**src/rtl/opseq_pkg.sv**
```systemverilog
package opseq_pkg;

  localparam int DATA_W = 16;
  localparam int NREG   = 8;
  localparam int IDX_W  = $clog2(NREG);
  localparam int NDRV   = 3;

  typedef enum logic [2:0] {
    OP_ADD = 3'd0,
    OP_ADC = 3'd1,
    OP_SUB = 3'd2,
    OP_SBB = 3'd3,
    OP_AND = 3'd4,
    OP_OR  = 3'd5,
    OP_XOR = 3'd6,
    OP_LDI = 3'd7
  } op_e;

  typedef enum logic [2:0] {
    ST_IDLE = 3'd0,
    ST_LDOP = 3'd1,
    ST_COMP = 3'd2,
    ST_CAPT = 3'd3,
    ST_WB   = 3'd4
  } seq_st_e;

  // bus driver positions in the one-hot enable vector
  localparam int DRV_REG = 0;
  localparam int DRV_IMM = 1;
  localparam int DRV_OUT = 2;

  typedef struct packed {
    logic [DATA_W-1:0] res;
    logic              cout;
  } alu_out_t;

  // one shared adder; subtraction uses the inverted operand and carry-in
  function automatic alu_out_t alu_eval(op_e op, logic [DATA_W-1:0] a,
                                        logic [DATA_W-1:0] b, logic cin);
    alu_out_t          o;
    logic [DATA_W-1:0] b_eff;
    logic              c_eff;
    logic [DATA_W:0]   sum;
    b_eff = b;
    c_eff = 1'b0;
    case (op)
      OP_ADC: c_eff = cin;
      OP_SUB: begin b_eff = ~b; c_eff = 1'b1; end
      OP_SBB: begin b_eff = ~b; c_eff = ~cin; end
      default: ;
    endcase
    sum = {1'b0, a} + {1'b0, b_eff} + {{DATA_W{1'b0}}, c_eff};
    o.cout = 1'b0;
    case (op)
      OP_ADD, OP_ADC: begin o.res = sum[DATA_W-1:0]; o.cout = sum[DATA_W]; end
      OP_SUB, OP_SBB: begin o.res = sum[DATA_W-1:0]; o.cout = ~sum[DATA_W]; end
      OP_AND: o.res = a & b;
      OP_OR:  o.res = a | b;
      OP_XOR: o.res = a ^ b;
      default: o.res = b;
    endcase
    return o;
  endfunction

endpackage

```
**src/rtl/opseq_regfile.sv**
```systemverilog
module opseq_regfile
  import opseq_pkg::*;
#(
  parameter int W = DATA_W,
  parameter int N = NREG,
  localparam int IW = $clog2(N)
) (
  input  logic          clk,
  input  logic          rst_n,
  input  logic [IW-1:0] rd_idx,
  output logic [W-1:0]  rd_data,
  input  logic          wr_en,
  input  logic [IW-1:0] wr_idx,
  input  logic [W-1:0]  wr_data
);

  logic [N-1:0][W-1:0] regs_q;

  for (genvar g = 0; g < N; g++) begin : g_reg
    always_ff @(posedge clk or negedge rst_n) begin
      if (!rst_n)                         regs_q[g] <= '0;
      else if (wr_en && wr_idx == IW'(g)) regs_q[g] <= wr_data;
    end
  end

  assign rd_data = regs_q[rd_idx];

endmodule

```
**src/rtl/opseq_bus.sv**
```systemverilog
module opseq_bus
  import opseq_pkg::*;
#(
  parameter int W = DATA_W,
  parameter int N = NDRV
) (
  input  logic [N-1:0]        en,
  input  logic [N-1:0][W-1:0] src,
  output logic [W-1:0]        bus
);

  logic [N:0][W-1:0] acc;
  assign acc[0] = '0;

  // AND-OR mux stands in for a tri-state bus
  for (genvar g = 0; g < N; g++) begin : g_drv
    assign acc[g+1] = acc[g] | (src[g] & {W{en[g]}});
  end

  assign bus = acc[N];

endmodule

```
**src/rtl/opseq_ctrl.sv**
```systemverilog
module opseq_ctrl
  import opseq_pkg::*;
(
  input  logic            clk,
  input  logic            rst_n,
  input  logic            start,
  input  logic            is_ldi,
  output seq_st_e         st,
  output logic            accept,
  output logic            busy,
  output logic            done,
  output logic            rd_sel_b,
  output logic            opnd_we,
  output logic            out_we,
  output logic            wb_we,
  output logic [NDRV-1:0] drv
);

  seq_st_e st_q, st_d;

  assign accept = start && (st_q == ST_IDLE);

  always_comb begin
    st_d = st_q;
    case (st_q)
      ST_IDLE: if (accept) st_d = ST_LDOP;
      ST_LDOP: st_d = ST_COMP;
      ST_COMP: st_d = ST_CAPT;
      ST_CAPT: st_d = ST_WB;
      default: st_d = ST_IDLE;
    endcase
  end

  always_ff @(posedge clk or negedge rst_n) begin
    if (!rst_n) st_q <= ST_IDLE;
    else        st_q <= st_d;
  end

  always_comb begin
    drv = '0;
    case (st_q)
      ST_LDOP:          drv[DRV_REG] = 1'b1;
      ST_COMP, ST_CAPT: begin
        if (is_ldi) drv[DRV_IMM] = 1'b1;
        else        drv[DRV_REG] = 1'b1;
      end
      ST_WB:            drv[DRV_OUT] = 1'b1;
      default: ;
    endcase
  end

  assign st       = st_q;
  assign busy     = (st_q != ST_IDLE);
  assign done     = (st_q == ST_WB);
  assign rd_sel_b = (st_q == ST_COMP) || (st_q == ST_CAPT);
  assign opnd_we  = (st_q == ST_LDOP);
  assign out_we   = (st_q == ST_CAPT);
  assign wb_we    = (st_q == ST_WB);

  assert_step_ldop_R3: assert property (@(posedge clk) disable iff (!rst_n)
    st_q == ST_LDOP |=> st_q == ST_COMP);
  assert_step_comp_R3: assert property (@(posedge clk) disable iff (!rst_n)
    st_q == ST_COMP |=> st_q == ST_CAPT);
  assert_step_capt_R3: assert property (@(posedge clk) disable iff (!rst_n)
    st_q == ST_CAPT |=> st_q == ST_WB);
  assert_done_pulse_R3: assert property (@(posedge clk) disable iff (!rst_n)
    done |=> !done);
  assert_start_ignored_R4: assert property (@(posedge clk) disable iff (!rst_n)
    (busy && !done) |=> busy);
  assert_wb_ends_R4: assert property (@(posedge clk) disable iff (!rst_n)
    done |=> !busy);

endmodule

```
**src/rtl/regop_sequencer.sv**
```systemverilog
module regop_sequencer
  import opseq_pkg::*;
#(
  parameter int W = DATA_W,
  parameter int N = NREG,
  localparam int IW = $clog2(N)
) (
  input  logic          clk,
  input  logic          rst_n,
  input  logic          start,
  input  logic [2:0]    op,
  input  logic [IW-1:0] src_a,
  input  logic [IW-1:0] src_b,
  input  logic [IW-1:0] dst,
  input  logic [W-1:0]  imm,
  output logic          busy,
  output logic          done,
  output logic          carry,
  output logic          zero,
  output logic [W-1:0]  bus_mon
);

  seq_st_e            st;
  logic               accept, rd_sel_b, opnd_we, out_we, wb_we;
  logic [NDRV-1:0]    drv;
  logic [NDRV-1:0][W-1:0] drv_src;
  logic [W-1:0]       bus, rd_data;

  // latched command
  op_e           cmd_op_q;
  logic [IW-1:0] cmd_a_q, cmd_b_q, cmd_d_q;
  logic [W-1:0]  cmd_imm_q;

  // datapath holding registers and flags
  logic [W-1:0]  opnd_q, out_q;
  logic          cpend_q, carry_q, zero_q;
  alu_out_t      alu_o;

  always_ff @(posedge clk or negedge rst_n) begin
    if (!rst_n) begin
      cmd_op_q  <= OP_ADD;
      cmd_a_q   <= '0;
      cmd_b_q   <= '0;
      cmd_d_q   <= '0;
      cmd_imm_q <= '0;
    end else if (accept) begin
      cmd_op_q  <= op_e'(op);
      cmd_a_q   <= src_a;
      cmd_b_q   <= src_b;
      cmd_d_q   <= dst;
      cmd_imm_q <= imm;
    end
  end

  opseq_ctrl i_ctrl (
    .clk      (clk),
    .rst_n    (rst_n),
    .start    (start),
    .is_ldi   (cmd_op_q == OP_LDI),
    .st       (st),
    .accept   (accept),
    .busy     (busy),
    .done     (done),
    .rd_sel_b (rd_sel_b),
    .opnd_we  (opnd_we),
    .out_we   (out_we),
    .wb_we    (wb_we),
    .drv      (drv)
  );

  opseq_regfile #(.W(W), .N(N)) i_rf (
    .clk     (clk),
    .rst_n   (rst_n),
    .rd_idx  (rd_sel_b ? cmd_b_q : cmd_a_q),
    .rd_data (rd_data),
    .wr_en   (wb_we),
    .wr_idx  (cmd_d_q),
    .wr_data (bus)
  );

  assign drv_src[DRV_REG] = rd_data;
  assign drv_src[DRV_IMM] = cmd_imm_q;
  assign drv_src[DRV_OUT] = out_q;

  opseq_bus #(.W(W), .N(NDRV)) i_bus (
    .en  (drv),
    .src (drv_src),
    .bus (bus)
  );

  // ALU sees the held operand and whatever is on the bus
  assign alu_o = alu_eval(cmd_op_q, opnd_q, bus, carry_q);

  always_ff @(posedge clk or negedge rst_n) begin
    if (!rst_n) begin
      opnd_q  <= '0;
      out_q   <= '0;
      cpend_q <= 1'b0;
      carry_q <= 1'b0;
      zero_q  <= 1'b0;
    end else begin
      if (opnd_we) opnd_q <= bus;
      if (out_we) begin
        out_q   <= alu_o.res;
        cpend_q <= alu_o.cout;
      end
      if (wb_we) begin
        carry_q <= cpend_q;
        zero_q  <= (bus == '0);
      end
    end
  end

  assign carry   = carry_q;
  assign zero    = zero_q;
  assign bus_mon = bus;

  assert_one_driver_R2: assert property (@(posedge clk) disable iff (!rst_n)
    $onehot0(drv));
  assert_idle_bus_R2: assert property (@(posedge clk) disable iff (!rst_n)
    !busy |-> bus == '0);
  assert_opnd_from_bus_R5: assert property (@(posedge clk) disable iff (!rst_n)
    st == ST_LDOP |=> opnd_q == $past(bus));
  assert_bus_held_R5: assert property (@(posedge clk) disable iff (!rst_n)
    st == ST_COMP |=> $stable(bus));
  assert_wb_bus_R5: assert property (@(posedge clk) disable iff (!rst_n)
    st == ST_CAPT |=> bus == out_q);
  assert_flags_hold_R9: assert property (@(posedge clk) disable iff (!rst_n)
    !done |=> $stable({carry, zero}));
  assert_zero_flag_R8: assert property (@(posedge clk) disable iff (!rst_n)
    done |=> zero == ($past(bus) == '0));

endmodule

```
**config.mk**
```make
export PLATFORM = sky130hd
export DESIGN_NAME = regop_sequencer
export DESIGN_NICKNAME = d
export VERILOG_FILES = /design/src/rtl/opseq_pkg.sv /design/src/rtl/opseq_regfile.sv /design/src/rtl/opseq_bus.sv /design/src/rtl/opseq_ctrl.sv /design/src/rtl/regop_sequencer.sv
export SDC_FILE = /design/constraint.sdc
export NUM_CORES = 1
export LEC_CHECK = 0
export ABC_AREA = 1
export BUFFER_PORTS_ARGS = -buffer_cell sky130_fd_sc_hd__buf_4
export CORE_UTILIZATION = 56
export CTS_CLUSTER_DIAMETER = 50
export DETAILED_ROUTE_END_ITERATION = 10
export PLACE_DENSITY_LB_ADDON = 0.12
export SETUP_SLACK_MARGIN = 0.1
export SYNTH_ARGS = -nofsm -noshare
export SYNTH_HDL_FRONTEND = slang
export SYNTH_SLANG_ARGS = --single-unit
export TNS_END_PERCENT = 5
```
**constraint.sdc**
```tcl
create_clock -name clk -period 3.9 [get_ports clk]
set_clock_uncertainty 0.2 [all_clocks]
set_input_delay 0.78 -clock clk [delete_from_list [all_inputs] [get_ports clk]]
set_output_delay 0.78 -clock clk [all_outputs]
set_load 0.03 [all_outputs]
```
==> results.txt <==
Slew Viols, Final: 0
Slowest stage cell on the critical path: dfrtp_2
# DRC: 0
Post-synthesis cell area: 11100 µm²
Max Used Layer: met4
WP data arrival: 3.97 ns
Synth Instances: 1418
Antenna violations before repair: 0
Nature of the critical path startpoint: flip-flop
Most frequent cells in the layout: nand2_1, inv_1, dfrtp_1
EDFF count, synth: 0
Routed wl met3: 2720 µm
TNS Setup: 0 ns
Flops & latches, synth: 194
Worst setup EP type: flip-flop
Largest family of logic cells by synthesized area: simple AND/OR/NAND/NOR gates
Worst hold path type: primary input to asynchronous set/reset pin
IO Count: 51
Final WL: 32700 µm
Count of hold-fix buffers inserted at cts: 0
Seq/Total Area, Yosys: 43.8%
Initial Util: 57.1%
CP most frequent cell: nand3_2
Cell count after placement: 1712
Row count: 51
Number of global-route vias before repair: 9060
Final Hold Vio Count: 0
First DRT Iteration DRCs: 814
Final Wtd Congestion: 0.939
Die height: 143 µm
Worst slew margin: 37.3%
CTS tree: yes
Clock transition at path regs: 0.08 ns
Clk_lat worst skew: 0.44 ns
Post-Synth Simple-Gate Area: 21.8%
CTS Root Cell: clkbuf_16
Commonest non-fill, non-tap cell in the layout: nand2_1
Max-cap violation count: 0
Xor/xnor share of the synthesized area: 1.41%
DR WL met2: 15200 µm
Top FF cell, synth: dfrtp_1
Port Buf Inserts: 50
CTS max path bufs: 2
Syn_area_per_cell: 7.81 µm²
CTS Buf Count: 17
First drt pass iteration count: 5
Vias per inst: 5.58
Period utilization: 99.1%
GRT Total Usage: 32.5%
Area of the core: 19400 µm²
Peak fanout along the critical path: 8
Nets: 1578
Die area: 20300 µm²
Critical Path RT: 4.01 ns
Die width: 143 µm
Wire length per cell: 18.4 µm
Post-synthesis adder-cell area fraction: 5.67%
Via Count: 9915
First-pass GRT wire length: 49700 µm
Yosys cell types: 49
Yosys warns: 0
Fill count: 1637
Minimum clock period after layout: 3.87 ns
Mux cell area share after synthesis: 1.83%
Synth Area in Compound Gates: 14.2%
Worst-Margin Slew: 0.935 ns
Diodes inserted: 0
Post-synthesis net count: 1498
Htree depth: 4
Status: complete, no violations
# setup viols final: 0
Syn-to-layout area delta: 20.9%
Total clock sinks: 194
Fin cells: 1776
Half-perimeter wire length after placement: 21500 µm
Antenna Nets Post-Route: 0
Met1 wire length: 14000 µm
Setup CP Type: flip-flop to flip-flop
Max frequency: 0.259 GHz
Cell-by-cell trace of the critical path: inv_2 -> nand3_4 -> nand2_8 -> nand2_8 -> nand2_8 -> nand2_4 -> nand3_2 -> nand3_2 -> nand3_2 -> nand2_4 -> xnor2_4 -> fa_2 -> fa_2 -> o21ai_2 -> inv_1 -> o21ai_2 -> nand2_1 -> nand2_2 -> a21oi_2 -> or2_4 -> nand3_2 -> a31oi_1
Share of layout cells above drive strength 1: 20.1%
RSZ-0062 raised after global routing: true
Largest net degree at the start of global routing: 92
GR Overflow Total: 0
Crit-path max cell delay: 0.44 ns
Asr flop ratio synth: 100%
==> kinds of logic (layout without fill, tap and decap cells) <==
family	count (synthesis)	in the layout
xor gates and xnor gates	17	17
buffers and inverters	296	388
and+or+nand+nor	570	571
DFF	194	194
muxes	18	18
AOI/OAI and AO/OA	274	274
adders and majority gates	49	49
==> critical path: cells and delay by family (launching register included) <==
kind / cells / cell delay [ns]
simple gates: 13 / 1.48
buf+inv: 2 / 0.16
xor+xnor: 1 / 0.14
compound gates: 4 / 0.54
flops: 1 / 0.44
fa+ha+maj: 2 / 0.77
==> through the flow <==
| step | hold slack [ns] | cell area, µm² | worst slack [ns] | utilization (%) |
|---|---|---|---|---|
| 6_report | 0.197 | 13400 | 0.0349 | 69.0 |
| 3_5_place_dp | 0.289 | 12000 | -0.00246 | 61.8 |
| 2_1_floorplan | 0.260 | 11100 | 0.117 | - |
| 3_3_place_gp | 0.276 | 12000 | 0.0871 | 61.8 |
| 5_1_grt | 0.251 | 13400 | -0.116 | 69.0 |
| 4_1_cts | 0.231 | 12600 | 0.0475 | 65.2 |
==> sequential cells by signal (all words and copies together) (netlist names) <==
name and count:
i_ctrl.st 3, i_rf.regs_q 128, opnd_q 16, zero 1, carry 1, cmd_imm_q 16, cmd_d_q 3, cpend_q 1
out_q 16, cmd_op_q 3, cmd_a_q 3, cmd_b_q 3
==> worst paths after layout <==
path / from / end / slack [ns] / cells past startpoint
worst max register to register: i_ctrl.st[2] / out_q[12] / 0.03 / 22
worst min register to register: zero / zero / 0.32 / 2
worst max-delay path: i_ctrl.st[2] / out_q[12] / 0.03 / 22
worst min-delay path: rst_n / i_rf.regs_q[37] / 0.20 / 1
max in group asynchronous: rst_n / i_rf.regs_q[112] / 2.45 / 2
min in group clk: zero / zero / 0.32 / 2
==> timing repair <==
action	4_1_cts	5_1_grt
buffers inserted	1	26
cloned	1	5
endpoints found under the setup margin	13	23
gates resized for setup	7	99
pin swaps	1	31
==> per-layer routing <==
layer  vias up  GRT usage (%)
met1      4714           45.7
met2       416           49.8
met3        61           6.74
met4         0           11.7
met5         -              0
li1       4724              -
==> Yosys cell counts, drive strengths merged, types with 5 or more instances <==
| library cell | n | area (µm²) |
|---|---|---|
| nand2 | 364 | 1410 |
| inv | 210 | 791 |
| dfrtp | 194 | 4850 |
| o21ai | 185 | 952 |
| nand3 | 143 | 726 |
| nor2 | 50 | 190 |
| ha | 47 | 588 |
| buf | 44 | 303 |
| clkbuf | 40 | 150 |
| a21oi | 38 | 190 |
| mux2 | 18 | 203 |
| xor2 | 15 | 139 |
| a32o | 12 | 120 |
| a31oi | 10 | 68.8 |
| a211oi | 6 | 45.0 |
| nor3 | 6 | 35.0 |
| or2 | 5 | 31.3 |
==> cell type report <==
type                            count  area, µm²  share of cell area [%]
Tap cell                          265        332                    2.48
Multi-Input combinational cell    929       5420                    40.5
Timing Repair Buffer              144       1380                    10.3
Clock buffer                       18        439                    3.28
Sequential cell                   194       4860                    36.3
Clock inverter                     14        161                    1.21
Inverter                          212        798                    5.96
Power is left out: the tool's default activity adds up to more than one toggle a clock period on the data nets, which glitch-free logic cannot reach.
